File: src/rtl/membus_mon_pkg.sv
// Package: shared rule codes and counter indices for the link monitor.
// Assumes: codes are ordered by priority, lowest value wins.
package membus_mon_pkg;

    localparam int unsigned CODE_W     = 3;
    localparam int unsigned RULE_COUNT = 5;

    typedef enum logic [CODE_W-1:0] {
        VC_NONE       = 3'd0,
        VC_FIRST_BUSY = 3'd1,
        VC_ACK_IDLE   = 3'd2,
        VC_ERR_NO_ACK = 3'd3,
        VC_CS_DROP    = 3'd4,
        VC_REQ_MOVED  = 3'd5
    } rule_code_e;

    localparam int unsigned CNT_KINDS = 3;
    localparam int unsigned CNT_RD    = 0;
    localparam int unsigned CNT_WR    = 1;
    localparam int unsigned CNT_ERR   = 2;

endpackage

File: src/rtl/mbm_txn_tracker.sv
// Module: mbm_txn_tracker
// Tracks whether a request is pending, keeps a snapshot of the request
// fields taken in its first cycle, and flags the first cycle after reset.
// Assumes: a request completes in any cycle where cs and ack are both high.
module mbm_txn_tracker #(
    parameter int unsigned SEL_W = 4,
    parameter int unsigned ADR_W = 16,
    parameter int unsigned DAT_W = 32
) (
    input  logic             clk,
    input  logic             rst_n,
    input  logic             cs,
    input  logic             we,
    input  logic [SEL_W-1:0] sel,
    input  logic [ADR_W-1:0] adr,
    input  logic [DAT_W-1:0] dat_w,
    input  logic             ack,
    output logic             pend,
    output logic             first_cyc,
    output logic             req_moved
);
    localparam int unsigned REQ_W = 1 + SEL_W + ADR_W + DAT_W;

    logic [REQ_W-1:0] req_now;
    logic [REQ_W-1:0] snap_q;
    logic             pend_q;
    logic             first_q;

    // Pack the request fields into one compare vector.
    assign req_now = {we, sel, adr, dat_w};

    // Pending state, snapshot capture and first-cycle marker.
    always_ff @(posedge clk) begin
        if (!rst_n) begin
            pend_q  <= 1'b0;
            first_q <= 1'b1;
            snap_q  <= '0;
        end else begin
            first_q <= 1'b0;
            if (!pend_q) begin
                if (cs && !ack) begin
                    pend_q <= 1'b1;
                    snap_q <= req_now;
                end
            end else if (!cs || ack) begin
                pend_q <= 1'b0;
            end
        end
    end

    // A pending request whose fields differ from the snapshot has moved.
    assign req_moved = pend_q && cs && (req_now != snap_q);
    assign pend      = pend_q;
    assign first_cyc = first_q;

    // a stalled request must be remembered as pending in the next cycle.
    assert_stall_tracked_R6: assert property (@(posedge clk) disable iff (!rst_n)
        (cs && !ack) |=> pend);

    // the first-cycle marker lasts exactly one cycle out of reset.
    assert_first_once_R2: assert property (@(posedge clk) disable iff (!rst_n)
        first_cyc |=> !first_cyc);

endmodule

File: src/rtl/mbm_rule_eval.sv
// Module: mbm_rule_eval
// Evaluates each rule every cycle, picks the lowest-numbered broken rule,
// and latches it once into a sticky flag and code.
// Assumes: tracker inputs describe the state before the current cycle.
module mbm_rule_eval
    import membus_mon_pkg::*;
(
    input  logic       clk,
    input  logic       rst_n,
    input  logic       first_cyc,
    input  logic       pend,
    input  logic       req_moved,
    input  logic       cs,
    input  logic       ack,
    input  logic       err,
    output logic       flag_q,
    output rule_code_e code_q
);
    logic [RULE_COUNT:1] hits;
    rule_code_e          first_hit;

    // Raw rule checks for the current cycle, one bit per code.
    always_comb begin
        hits    = '0;
        hits[1] = first_cyc && cs;
        hits[2] = ack && !cs;
        hits[3] = err && !ack;
        hits[4] = pend && !cs;
        hits[5] = req_moved;
    end

    // Priority pick: scan downward so the lowest set code wins.
    always_comb begin
        first_hit = VC_NONE;
        for (int i = RULE_COUNT; i >= 1; i--) begin
            if (hits[i]) first_hit = rule_code_e'(3'(i));
        end
    end

    // Sticky capture of the first violation until reset.
    always_ff @(posedge clk) begin
        if (!rst_n) begin
            flag_q <= 1'b0;
            code_q <= VC_NONE;
        end else if (!flag_q && (first_hit != VC_NONE)) begin
            flag_q <= 1'b1;
            code_q <= first_hit;
        end
    end

    // once raised, the flag and code never move until reset.
    assert_sticky_R8: assert property (@(posedge clk) disable iff (!rst_n)
        flag_q |=> (flag_q && $stable(code_q)));

    // a raised flag always carries a real rule code.
    assert_code_valid_R8: assert property (@(posedge clk) disable iff (!rst_n)
        flag_q |-> (code_q != VC_NONE));

endmodule

File: src/rtl/mbm_sat_counter.sv
// Module: mbm_sat_counter
// Event counter that stops at all ones instead of wrapping.
// Assumes: inc is a single-cycle event strobe.
module mbm_sat_counter #(
    parameter int unsigned W = 16
) (
    input  logic         clk,
    input  logic         rst_n,
    input  logic         inc,
    output logic [W-1:0] count
);
    localparam logic [W-1:0] MAXV = '1;

    logic [W-1:0] count_q;

    // Count events, holding at the top value.
    always_ff @(posedge clk) begin
        if (!rst_n) begin
            count_q <= '0;
        end else if (inc && (count_q != MAXV)) begin
            count_q <= count_q + 1'b1;
        end
    end

    assign count = count_q;

    // a full counter stays full when another event arrives.
    assert_sat_hold_R11: assert property (@(posedge clk) disable iff (!rst_n)
        (inc && count == MAXV) |=> (count == MAXV));

    // below the limit each event steps the count by exactly one.
    assert_step_R9: assert property (@(posedge clk) disable iff (!rst_n)
        (inc && count != MAXV) |=> (count == $past(count) + 1'b1));

endmodule

File: src/rtl/membus_link_monitor.sv
// Module: membus_link_monitor (top)
// Passive protocol monitor for one link of the memory-style bus. It raises a
// sticky violation with a rule code and counts reads, writes and errors.
// Assumes: all inputs are synchronous to clk; drives nothing on the bus.
module membus_link_monitor
    import membus_mon_pkg::*;
#(
    parameter int unsigned SEL_W = 4,
    parameter int unsigned ADR_W = 16,
    parameter int unsigned DAT_W = 32,
    parameter int unsigned CNT_W = 16
) (
    input  logic             clk,
    input  logic             rst_n,
    input  logic             cs,
    input  logic             we,
    input  logic [SEL_W-1:0] sel,
    input  logic [ADR_W-1:0] adr,
    input  logic [DAT_W-1:0] dat_w,
    input  logic             ack,
    input  logic             err,
    output logic             viol_flag,
    output logic [2:0]       viol_code,
    output logic [CNT_W-1:0] rd_count,
    output logic [CNT_W-1:0] wr_count,
    output logic [CNT_W-1:0] err_count
);
    logic                 pend;
    logic                 first_cyc;
    logic                 req_moved;
    rule_code_e           code;
    logic                 done;
    logic [CNT_KINDS-1:0] inc_vec;
    logic [CNT_W-1:0]     cnt [CNT_KINDS];

    mbm_txn_tracker #(
        .SEL_W (SEL_W),
        .ADR_W (ADR_W),
        .DAT_W (DAT_W)
    ) u_track (
        .clk       (clk),
        .rst_n     (rst_n),
        .cs        (cs),
        .we        (we),
        .sel       (sel),
        .adr       (adr),
        .dat_w     (dat_w),
        .ack       (ack),
        .pend      (pend),
        .first_cyc (first_cyc),
        .req_moved (req_moved)
    );

    mbm_rule_eval u_rules (
        .clk       (clk),
        .rst_n     (rst_n),
        .first_cyc (first_cyc),
        .pend      (pend),
        .req_moved (req_moved),
        .cs        (cs),
        .ack       (ack),
        .err       (err),
        .flag_q    (viol_flag),
        .code_q    (code)
    );

    // Completion events that drive the three counters.
    assign done             = cs && ack;
    assign inc_vec[CNT_RD]  = done && !we;
    assign inc_vec[CNT_WR]  = done && we;
    assign inc_vec[CNT_ERR] = done && err;

    for (genvar g = 0; g < CNT_KINDS; g++) begin : g_cnt
        mbm_sat_counter #(.W(CNT_W)) u_cnt (
            .clk   (clk),
            .rst_n (rst_n),
            .inc   (inc_vec[g]),
            .count (cnt[g])
        );
    end

    assign viol_code = code;
    assign rd_count  = cnt[CNT_RD];
    assign wr_count  = cnt[CNT_WR];
    assign err_count = cnt[CNT_ERR];

    // an acknowledge with no request leaves the flag raised next cycle.
    assert_ack_idle_flag_R3: assert property (@(posedge clk) disable iff (!rst_n)
        (ack && !cs) |=> viol_flag);

    // an error without acknowledge leaves the flag raised next cycle.
    assert_err_flag_R4: assert property (@(posedge clk) disable iff (!rst_n)
        (err && !ack) |=> viol_flag);

    // dropping a pending request raises code 4 if nothing came first.
    assert_cs_drop_flag_R5: assert property (@(posedge clk) disable iff (!rst_n)
        (!viol_flag && pend && !cs && !ack && !err) |=> (viol_flag && viol_code == 3'd4));

    // counters only move after a completing cycle.
    assert_rd_quiet_R12: assert property (@(posedge clk) disable iff (!rst_n)
        !(cs && ack && !we) |=> $stable(rd_count));

endmodule

File: config.mk
export PLATFORM = sky130hd
export DESIGN_NAME = membus_link_monitor
export DESIGN_NICKNAME = d
export VERILOG_FILES = /design/src/rtl/membus_mon_pkg.sv /design/src/rtl/mbm_txn_tracker.sv /design/src/rtl/mbm_rule_eval.sv /design/src/rtl/mbm_sat_counter.sv /design/src/rtl/membus_link_monitor.sv
export SDC_FILE = /design/constraint.sdc
export NUM_CORES = 1
export LEC_CHECK = 0
export BUFFER_PORTS_ARGS = -buffer_cell sky130_fd_sc_hd__buf_2
export CORE_ASPECT_RATIO = 0.7
export CORE_MARGIN = 1.5
export CORE_UTILIZATION = 40
export CTS_BUF_LIST = sky130_fd_sc_hd__clkbuf_16
export CTS_CLUSTER_SIZE = 10
export DETAILED_ROUTE_END_ITERATION = 8
export PLACE_DENSITY = 0.61
export SKIP_CTS_REPAIR_TIMING = 1
export SYNTH_ARGS = -nofsm -noshare
export SYNTH_HDL_FRONTEND = slang
export SYNTH_SLANG_ARGS = --single-unit
File: constraint.sdc
create_clock -name clk -period 4.5 [get_ports clk]
set_input_delay 0.9 -clock clk [delete_from_list [all_inputs] [get_ports clk]]
set_output_delay 0.9 -clock clk [all_outputs]
set_load 0.05 [all_outputs]
==> results.yml, run 1 <==
sta:
  tightestPinTransition_ns: 1.16
  rsz0062_at_grt: "false"
  setup_viol_count_final: 0
  worst_slack_ns: 2.03
  final-max-slew-violation-count: 0
  max_freq_ghz: 0.405
  layout_worst_path_cycle_share_pct: 54.8
  skew_ns: 0.00708
  hold_viol_final: 0
  final.setup.tns_ns: 0
  maxSlewHeadroom_pct: 22.8
  fin_crit_ns: 2.47
die:
  floorplan.rows: 33
  chipWidth_um: 134
  fp.coreArea_um2: 11800
  io_count: 110
  design.die.area_um2: 12800
  initial_utilization_pct: 41.1
  die_h_um: 95.0
layout:
  nets: 746
  final.fill_count: 1138
  insertedDiodeCount: 0
  drive_gt1_share_pct: 19.6
  area_growth_syn_to_layout_pct: 19.6
yosys:
  synth_enable_flop_cells: 0
  synth_most_common_cell: "nand2_1"
  yosys-top-cells-count: "nand2_1 (122), dfxtp_1 (107), a21oi_1 (66), xor2_1 (66), nor2_1 (44)"
  synth_top_flop_cell: "dfxtp_1"
  postSynthCellCount: 589
  ys_seq_area_share_pct: 44.3
  synth-warning-count: 0
  synth_cell_types: 34
  ys_seq_elements: 107
  netlist.top_cell.by_area: "dfxtp_1"
  synth_top_cells_by_area: "dfxtp_1 (44%), xor2_1 (12%), nand2_1 (9.5%)"
  yosysTopAreaCellShare_pct: 44.3
  syn_area_cell_um2: 8.22
  syn-num-nets: 650
  syn_area_um2: 4840
  synth-async-reset-ratio_pct: 0
critical_path:
  critical_path.n_buffers_inverters: 1
  maximum_fanout_encountered_on_the_critical_timing_path: 3
  timing.critical_path.required_ns: 4.74
  critical_path.startpoint_type: "primary input"
  crit_path_max_incr_delay_ns: 0.49
  data_arrival_time_of_the_worst_path_ns: 2.70
  crit_family: "simple AND/OR/NAND/NOR gates"
  timing.critical_path.mode_cell: "nor4_1"
  critical_path.reg2reg.startpoint: "g_cnt[2].u_cnt.count[2]$_SDFFE_PN0P_"
  worst-setup-path-type: "in2reg"
  timing.critical_path.from: "sel[3]"
  timing.critical_path.cells: "buf_2 > xor2_1 > nor4_1 > nand4_1 > nor4_1 > nor3b_1 > o221a_2"
  setup.worst_path.end_class: "flip-flop"
  crit_slowest_cell: "nor4_1"
drt:
  viasPerCell: 5.10
  route.detailed.wl_per_inst_um: 13.8
  routed-via-count: 4316
  route.antenna.remaining_nets: 0
  drt_wl_total_um: 11700
  post-route-drc-count: 0
  detail_route.first_pass.iterations: 4
  drt-initial-drc-count: 216
cts:
  cts_root_buf: "clkbuf_16"
  cts_buffer_depth: 2
  cts.sink_count: 107
  cts_tree: "built"
  number_of_buffers_added_by_the_clock_tree_synthesis_step: 9
  clk_pin_slew_worst_paths_ns: 0.07
  clock_latency_ns: 0.34
  clock_tree.htree_level_count: 3
worst_hold_path:
  hold_path_class: "reg2reg"
  holdCritStartpoint: "u_rules.code_q[1]$_SDFFE_PN0P_"
global_routing:
  gr-usage-all-layers_pct: 18.8
  maximum_number_of_pins_on_one_net_before_global_route_repair: 54
  antenna_found_initial: 1
  grt_remaining_overflow: 0
  wire_length_of_the_first_global_routing_pass_um: 19000
  grt_pass1_vias: 3780
placement:
  detailedPlace.worstSlack_ns: 1.73
  dp_hpwl_um: 8430
  gp_congestion: 0.811
  io_buffer_count: 109
power_and_ir_drop:
  p_per_area_nw_per_um2: 334
  p_leak_nw: 2.36
  power.ir.vdd_worst_mv: 0.171
job:
  number_of_maximum_capacitance_violations: 0
outcome:
  outcome: "complete, no violations"
[cells in the final DEF, fill, tap and decap left out, types with 2 or more instances in the layout]
master | Yosys | routed
inv_1 | 3 | 3
or2_2 | 2 | 2
o21ai_0 | 15 | 15
or3_1 | 11 | 11
and3_1 | 5 | 5
buf_2 | 3 | 109
nor4_1 | 18 | 18
nor3_1 | 8 | 8
xor2_1 | 66 | 66
buf_4 | 0 | 3
xnor2_1 | 21 | 21
a21oi_1 | 66 | 66
nor3b_1 | 4 | 3
clkinv_2 | 0 | 2
nand2_1 | 122 | 122
nor2b_1 | 2 | 2
o21a_1 | 2 | 2
o211ai_1 | 3 | 3
or4_1 | 2 | 2
and4_1 | 5 | 5
clkbuf_16 | 0 | 9
clkinvlp_4 | 0 | 2
ha_1 | 3 | 3
nand4_1 | 21 | 21
nand3_1 | 21 | 21
dfxtp_1 | 107 | 107
and2_1 | 2 | 2
nor2_1 | 44 | 44
[routing by layer]
| metal | up-vias | part of all wire (%) | track usage [%] |
|---|---|---|---|
| met5 | - | 0 | 0 |
| met4 | 0 | 0.79 | 4.30 |
| met3 | 9 | 4.9 | 4.68 |
| met2 | 86 | 43 | 27.6 |
| met1 | 2018 | 51 | 27.5 |
| li1 | 2203 | - | - |
[layout make-up]
type	instances	area, um^2	share of cell area [%]
timing repair buffer	112	568	9.81
multi-input combinational	452	2590	44.7
inverter	3	11.3	0.195
tap	157	196	3.39
sequential	107	2140	37.0
clock inverter	6	58.8	1.02
clock buffer	9	225	3.89
[worst paths after layout]
| kind | to | slack [ns] | cells past startpoint |
|---|---|---|---|
| hold reg to reg | u_rules.code_q[1]$_SDFFE_PN0P_ | 0.46 | 2 |
| setup reg to reg | g_cnt[2].u_cnt.count[5]$_SDFFE_PN0P_ | 2.17 | 6 |
| hold / removal | u_rules.code_q[1]$_SDFFE_PN0P_ | 0.46 | 2 |
| setup / recovery | u_rules.code_q[2]$_SDFFE_PN0P_ | 2.03 | 7 |
[kinds of logic after synthesis]
family	Yosys count	share of synthesized area, %
buffers and inverters	30	2.40
adders and majority gates	3	0.776
and+or+nand+nor	271	26.6
DFF	107	44.3
AOI/OAI and AO/OA	90	10.0
xor gates and xnor gates	87	15.7
muxes	1	0.207
[through the flow]
step	power, mW	util (%)	cell area (um^2)	hold slack [ns]	std cells
after floorplan	1.13	-	4840	0.448	589
after global placement	1.19	46.8	5500	0.453	831
after detailed placement	1.20	46.8	5500	0.458	831
after CTS	1.96	49.2	5790	0.467	846
after global routing	2.03	49.2	5790	0.479	846
final	1.93	49.2	5790	0.465	846
[power breakdown]
part           total (mW)  switching (mW)  internal (mW)
clock network       0.760           0.336          0.424
registers           0.994          0.0199          0.974
logic               0.180           0.113         0.0664
total                1.93           0.469           1.46
[registers in the layout, indices dropped and copies added (netlist names)]
signal	flops
u_track.snap_q	53
g_cnt.u_cnt.count	48
u_rules.code_q	3
u_rules.flag_q	1
u_track.first_cyc	1
u_track.pend	1
[tightest hold or removal path, cell delays in order, from the launching register on]
cell and delay [ns]:
dfxtp_1 0.31, nand2_1 0.05, o21ai_0 0.06
Note: power is estimated with default switching activity, not from simulation.
==> run 2: changes to the inputs <==
--- a/config.mk
+++ b/config.mk
@@ -5,6 +5,7 @@
 export SDC_FILE = /design/constraint.sdc
 export NUM_CORES = 1
 export LEC_CHECK = 0
+export ABC_AREA = 1
 export BUFFER_PORTS_ARGS = -buffer_cell sky130_fd_sc_hd__buf_2
 export CORE_ASPECT_RATIO = 0.7
 export CORE_MARGIN = 1.5
@@ -12,7 +13,7 @@
 export CTS_BUF_LIST = sky130_fd_sc_hd__clkbuf_16
 export CTS_CLUSTER_SIZE = 10
 export DETAILED_ROUTE_END_ITERATION = 8
-export PLACE_DENSITY = 0.61
+export PLACE_DENSITY = 0.63
 export SKIP_CTS_REPAIR_TIMING = 1
 export SYNTH_ARGS = -nofsm -noshare
 export SYNTH_HDL_FRONTEND = slang
==> constraint.sdc (replaced) <==
create_clock -name clk -period 2.05 [get_ports clk]
set_input_delay 0.41 -clock clk [delete_from_list [all_inputs] [get_ports clk]]
set_output_delay 0.41 -clock clk [all_outputs]
set_load 0.05 [all_outputs]
==> results.yml, run 2 <==
global_routing:
  wire_length_of_the_first_global_routing_pass_um: 20300
  grt_pass1_vias: 4339
  maximum_number_of_pins_on_one_net_before_global_route_repair: 93
  grt_remaining_overflow: 0
  gr-usage-all-layers_pct: 17.7
  antenna_found_initial: 1
sta:
  rsz0062_at_grt: "false"
  worst_slack_ns: 0.213
  final-max-slew-violation-count: 0
  tightestPinTransition_ns: 0.431
  skew_ns: 0.00681
  maxSlewHeadroom_pct: 71.1
  hold_ws_ns: 0.300
  setup_viol_count_final: 0
  hold_viol_final: 0
  fin_crit_ns: 1.84
  max_freq_ghz: 0.544
  final.setup.tns_ns: 0
  layout_worst_path_cycle_share_pct: 89.6
drt:
  route.detailed.wl_per_inst_um: 11.3
  drt_wl_total_um: 12300
  post-route-drc-count: 0
  viasPerCell: 4.60
  drt-initial-drc-count: 217
  detail_route.first_pass.iterations: 4
  routed-via-count: 5002
  route.antenna.remaining_nets: 0
critical_path:
  data_arrival_time_of_the_worst_path_ns: 2.08
  critical_path.startpoint_type: "flip-flop"
  critical_path.reg2reg.startpoint: "g_cnt[2].u_cnt.count[0]$_SDFFE_PN0P_"
  worst-setup-path-type: "reg2reg"
  timing.critical_path.required_ns: 2.29
  maximum_fanout_encountered_on_the_critical_timing_path: 6
  timing.critical_path.from: "g_cnt[2].u_cnt.count[0]$_SDFFE_PN0P_"
  setup.worst_path.end_class: "flip-flop"
layout:
  largest_register_ffs: 53
  multiInputGateArea_um2: 2610
  nets: 977
  area_growth_syn_to_layout_pct: 19.3
  layout.cells.most_common_list: "nand2_1 (199), inv_1 (135), buf_2 (109), dfxtp_1 (107), a21oi_1 (84)"
  final.fill_count: 1382
  final_common_cell: "nand2_1"
  fin_cells: 1087
  ff_latch_area_um2: 2140
  registers.top_by_ff_count: "u_track.snap_q"
  final_area_um2: 6410
  drive_gt1_share_pct: 18.2
yosys:
  postSynthCellCount: 809
  synth_enable_flop_cells: 0
  ys_seq_area_share_pct: 39.9
  syn_area_cell_um2: 6.64
  synth-async-reset-ratio_pct: 0
  synth_top_flop_cell: "dfxtp_1"
  synth_most_common_cell: "nand2_1"
  ys_seq_elements: 107
  synth_cell_types: 38
  synth-warning-count: 0
  yosysTopAreaCellShare_pct: 39.9
  synth_top_cells_by_area: "dfxtp_1 (40%), nand2_1 (14%), inv_1 (9.4%)"
  netlist.top_cell.by_area: "dfxtp_1"
  syn_area_um2: 5370
  syn-num-nets: 870
  yosys-top-cells-count: "nand2_1 (200), inv_1 (134), dfxtp_1 (107)"
placement:
  instance_area_after_placement_um2: 6120
  placed_cells: 1071
  dp_hpwl_um: 8920
  gp_congestion: 0.814
  detailedPlace.worstSlack_ns: 0.125
  io_buffer_count: 109
power_and_ir_drop:
  p_leak_nw: 2.88
  power.ir.vdd_worst_mv: 0.382
  p_per_area_nw_per_um2: 692
die:
  chipWidth_um: 142
  floorplan.rows: 35
  io_count: 110
  die_h_um: 100
  design.die.area_um2: 14100
  initial_utilization_pct: 40.9
  fp.coreArea_um2: 13100
job:
  number_of_maximum_capacitance_violations: 0
cts:
  clk_pin_slew_worst_paths_ns: 0.07
  number_of_buffers_added_by_the_clock_tree_synthesis_step: 9
  clock_latency_ns: 0.34
  clock_tree.htree_level_count: 3
  cts.sink_count: 107
  cts_tree: "built"
  cts_buffer_depth: 2
  cts_root_buf: "clkbuf_16"
outcome:
  outcome: "complete, no violations"
worst_hold_path:
  hold_path_class: "in2reg"
  holdCritStartpoint: "ack"
[run 2: cell types whose count changed after synthesis, moves of 7 or more]
cell     delta
nor2_1     +23
xor2_1     -61
nor3_1      +7
nand2_1    +78
a21oi_1    +18
nor4_1     -16
inv_1     +131
nand4_1    -15
o21ai_0    +47
or3_1      -11
nand2_2     +7
xnor2_1     -8
nand3_1    +15
[run 2: area by class of cell]
class / count / share of cell area [%]
Timing Repair Buffer: 119 / 9.88
Multi-Input combinational cell: 539 / 40.8
Inverter: 140 / 8.20
Clock inverter: 6 / 0.937
Tap cell: 166 / 3.24
Sequential cell: 107 / 33.4
Clock buffer: 9 / 3.51
Antenna cell: 1 / 0.0390
[run 2: kinds of logic after synthesis]
family / count (synthesis) / synth area share [%]
xor gates and xnor gates: 18 / 2.93
adders and majority gates: 3 / 0.699
DFF: 107 / 39.9
and+or+nand+nor: 356 / 29.0
buffers and inverters: 163 / 11.6
AOI/OAI and AO/OA: 162 / 15.8
[run 2: power breakdown]
group / total, mW / switching [mW] / internal (mW)
sequential: 2.20 / 0.0429 / 2.16
combinational: 0.531 / 0.333 / 0.198
clock: 1.70 / 0.770 / 0.933
total: 4.43 / 1.15 / 3.29
[run 2: worst paths after layout]
kind                                               end  slack (ns)  cells past startpoint
hold / removal                 u_track.pend$_SDFF_PN0_        0.30                      2
setup / recovery  g_cnt[2].u_cnt.count[7]$_SDFFE_PN0P_        0.21                     11
setup reg to reg  g_cnt[2].u_cnt.count[7]$_SDFFE_PN0P_        0.21                     11
hold reg to reg         u_rules.code_q[1]$_SDFFE_PN0P_        0.46                      2
[run 2: layer usage]
layer / GRT usage, % / vias up / wire length, um
li1: - / 2756 / -
met4: 4.28 / 0 / 160
met1: 26.3 / 2138 / 6830
met3: 4.15 / 12 / 565
met2: 25.8 / 96 / 4700
met5: 0 / - / 0
[run 2: critical path, cell delays in order (launching register included)]
cell,delay [ns]
dfxtp_1,0.35
ha_1,0.24
nand3_1,0.09
nor2_1,0.05
nand3_1,0.07
nand3_2,0.14
or2_1,0.28
nor2_2,0.14
nand2_1,0.08
nor2_1,0.13
a21oi_1,0.08
o21a_1,0.10
[run 2: stage by stage]
stage / util, % / power (mW)
after floorplan: - / 2.60
final: 48.8 / 4.43
after CTS: 48.7 / 4.49
after detailed placement: 46.6 / 2.78
after global routing: 48.8 / 4.67
after global placement: 46.6 / 2.78
==> run 3: changes to the inputs <==
--- a/config.mk
+++ b/config.mk
@@ -6,6 +6,7 @@
 export NUM_CORES = 1
 export LEC_CHECK = 0
 export ABC_AREA = 1
+export ABC_CLOCK_PERIOD_IN_PS = 2050
 export BUFFER_PORTS_ARGS = -buffer_cell sky130_fd_sc_hd__buf_2
 export CORE_ASPECT_RATIO = 0.7
 export CORE_MARGIN = 1.5
@@ -14,6 +15,7 @@
 export CTS_CLUSTER_SIZE = 10
 export DETAILED_ROUTE_END_ITERATION = 8
 export PLACE_DENSITY = 0.63
+export REMOVE_ABC_BUFFERS = 1
 export SKIP_CTS_REPAIR_TIMING = 1
 export SYNTH_ARGS = -nofsm -noshare
 export SYNTH_HDL_FRONTEND = slang
==> results.yml, run 3 (synthesis results as in run 2) <==
layout:
  fin_cells: 1086
  final_area_um2: 6440
  area_growth_syn_to_layout_pct: 20.0
  drive_gt1_share_pct: 18.2
  nets: 976
  final_core_utilization_pct: 49.0
  largest_register_ffs: 53
  final_common_cell: "nand2_1"
  layout.cells.most_common_list: "nand2_1 (199), inv_1 (134), buf_2 (109), dfxtp_1 (107), a21oi_1 (84)"
  registers.top_by_ff_count: "u_track.snap_q"
drt:
  drt_wl_total_um: 12100
  viasPerCell: 4.57
  route.detailed.wl_per_inst_um: 11.2
  post-route-drc-count: 0
  detail_route.first_pass.iterations: 4
  route.antenna.remaining_nets: 0
  drt-initial-drc-count: 169
  routed-via-count: 4961
critical_path:
  crit_slowest_cell: "dfxtp_1"
  maximum_fanout_encountered_on_the_critical_timing_path: 8
  critical_path.n_buffers_inverters: 0
  worst-setup-path-type: "reg2reg"
  crit_path_max_incr_delay_ns: 0.35
  timing.critical_path.required_ns: 2.32
  data_arrival_time_of_the_worst_path_ns: 2.11
  setup.worst_path.end_class: "flip-flop"
  crit_family: "simple AND/OR/NAND/NOR gates"
  critical_path.startpoint_type: "flip-flop"
  timing.critical_path.cells: "ha_1 > nand3_1 > nor2_1 > nand3_2 > nand3_4 > or2_4 > nor2_4 > nand2_2 > nor3_2 > nand2_1 > a21oi_1"
  critical_path.reg2reg.startpoint: "g_cnt[1].u_cnt.count[0]$_SDFFE_PN0P_"
  timing.critical_path.from: "g_cnt[1].u_cnt.count[0]$_SDFFE_PN0P_"
cts:
  cts.sink_count: 107
  cts_tree: "built"
  clock_tree.htree_level_count: 3
  clock_latency_ns: 0.34
  clk_pin_slew_worst_paths_ns: 0.07
  cts_buffer_depth: 2
  number_of_buffers_added_by_the_clock_tree_synthesis_step: 9
  cts_root_buf: "clkbuf_16"
power_and_ir_drop:
  sequentialPowerShare_pct: 48.3
  power.internal_mw: 3.41
  power.share.switching_pct: 25.0
  p_per_area_nw_per_um2: 706
  p_leak_nw: 2.90
  total_power_mw: 4.55
  combPwrFrac_pct: 11.6
  power.ir.vdd_worst_mv: 0.450
  clock_power_share_pct: 40.1
  power.net_switching_mw: 1.14
die:
  chipWidth_um: 142
  die_h_um: 100
  design.die.area_um2: 14100
  fp.coreArea_um2: 13100
  initial_utilization_pct: 40.9
  floorplan.rows: 35
  io_count: 110
sta:
  fin_crit_ns: 1.84
  skew_ns: 0.00712
  setup_viol_count_final: 0
  worst_slack_ns: 0.210
  max_freq_ghz: 0.543
  layout_worst_path_cycle_share_pct: 89.8
  tightestPinTransition_ns: 0.383
  maxSlewHeadroom_pct: 74.3
  final-max-slew-violation-count: 0
  hold_viol_final: 0
  final.setup.tns_ns: 0
  rsz0062_at_grt: "false"
  hold_ws_ns: 0.296
placement:
  instance_area_after_placement_um2: 6120
  dp_hpwl_um: 8870
  io_buffer_count: 109
  placed_cells: 1070
  gp_congestion: 0.820
  detailedPlace.worstSlack_ns: 0.133
outcome:
  outcome: "complete, no violations"
global_routing:
  antenna_found_initial: 1
  grt_pass1_vias: 4319
  maximum_number_of_pins_on_one_net_before_global_route_repair: 71
  wire_length_of_the_first_global_routing_pass_um: 20400
  grt_remaining_overflow: 0
  gr-usage-all-layers_pct: 17.7
job:
  number_of_maximum_capacitance_violations: 0
worst_hold_path:
  holdCritStartpoint: "ack"
  hold_path_class: "in2reg"
-- run 3: worst paths after layout --
kind	to	slack, ns	cells past startpoint
worst max register to register	g_cnt[1].u_cnt.count[9]$_SDFFE_PN0P_	0.21	11
worst max-delay path	g_cnt[1].u_cnt.count[9]$_SDFFE_PN0P_	0.21	11
worst min-delay path	u_track.pend$_SDFF_PN0_	0.30	2
worst min register to register	u_rules.code_q[1]$_SDFFE_PN0P_	0.46	2
-- run 3: routing by layer --
| layer | vias to the layer above | global-route usage, % | wire [um] |
|---|---|---|---|
| met5 | - | 0 | 0 |
| met4 | 0 | 4.04 | 90 |
| met3 | 10 | 4.44 | 595 |
| met2 | 93 | 26.4 | 4840 |
| met1 | 2103 | 25.7 | 6600 |
| li1 | 2755 | - | - |
-- run 3: cell type report --
cell class              count  area, um^2
clock inverters             6        81.3
diodes                      1        2.50
well taps                 166         208
flip-flops and latches    107        2140
inverters                 140         526
clock buffers               9         225
multi-input cells         539        2620
repair buffers            118         638
fillers                  1314        6690
-- run 3: power by group through the flow --
stage / registers [mW] / clock network [mW] / logic [mW]
floorplan: 2.29 / 0 / 0.297
global placement: 2.25 / 0 / 0.528
detailed placement: 2.25 / 0 / 0.533
CTS: 2.20 / 1.89 / 0.534
global route: 2.21 / 1.97 / 0.614
finish: 2.20 / 1.82 / 0.529
-- run 3: worst register-to-register path, delay by kind of cell, from the launching register on --
family                   cells  cell delay, ns
AO/OA/AOI/OAI                1            0.12
adder cells (fa/ha/maj)      1            0.25
flip-flops                   1            0.35
AND/OR/NAND/NOR              9            1.04
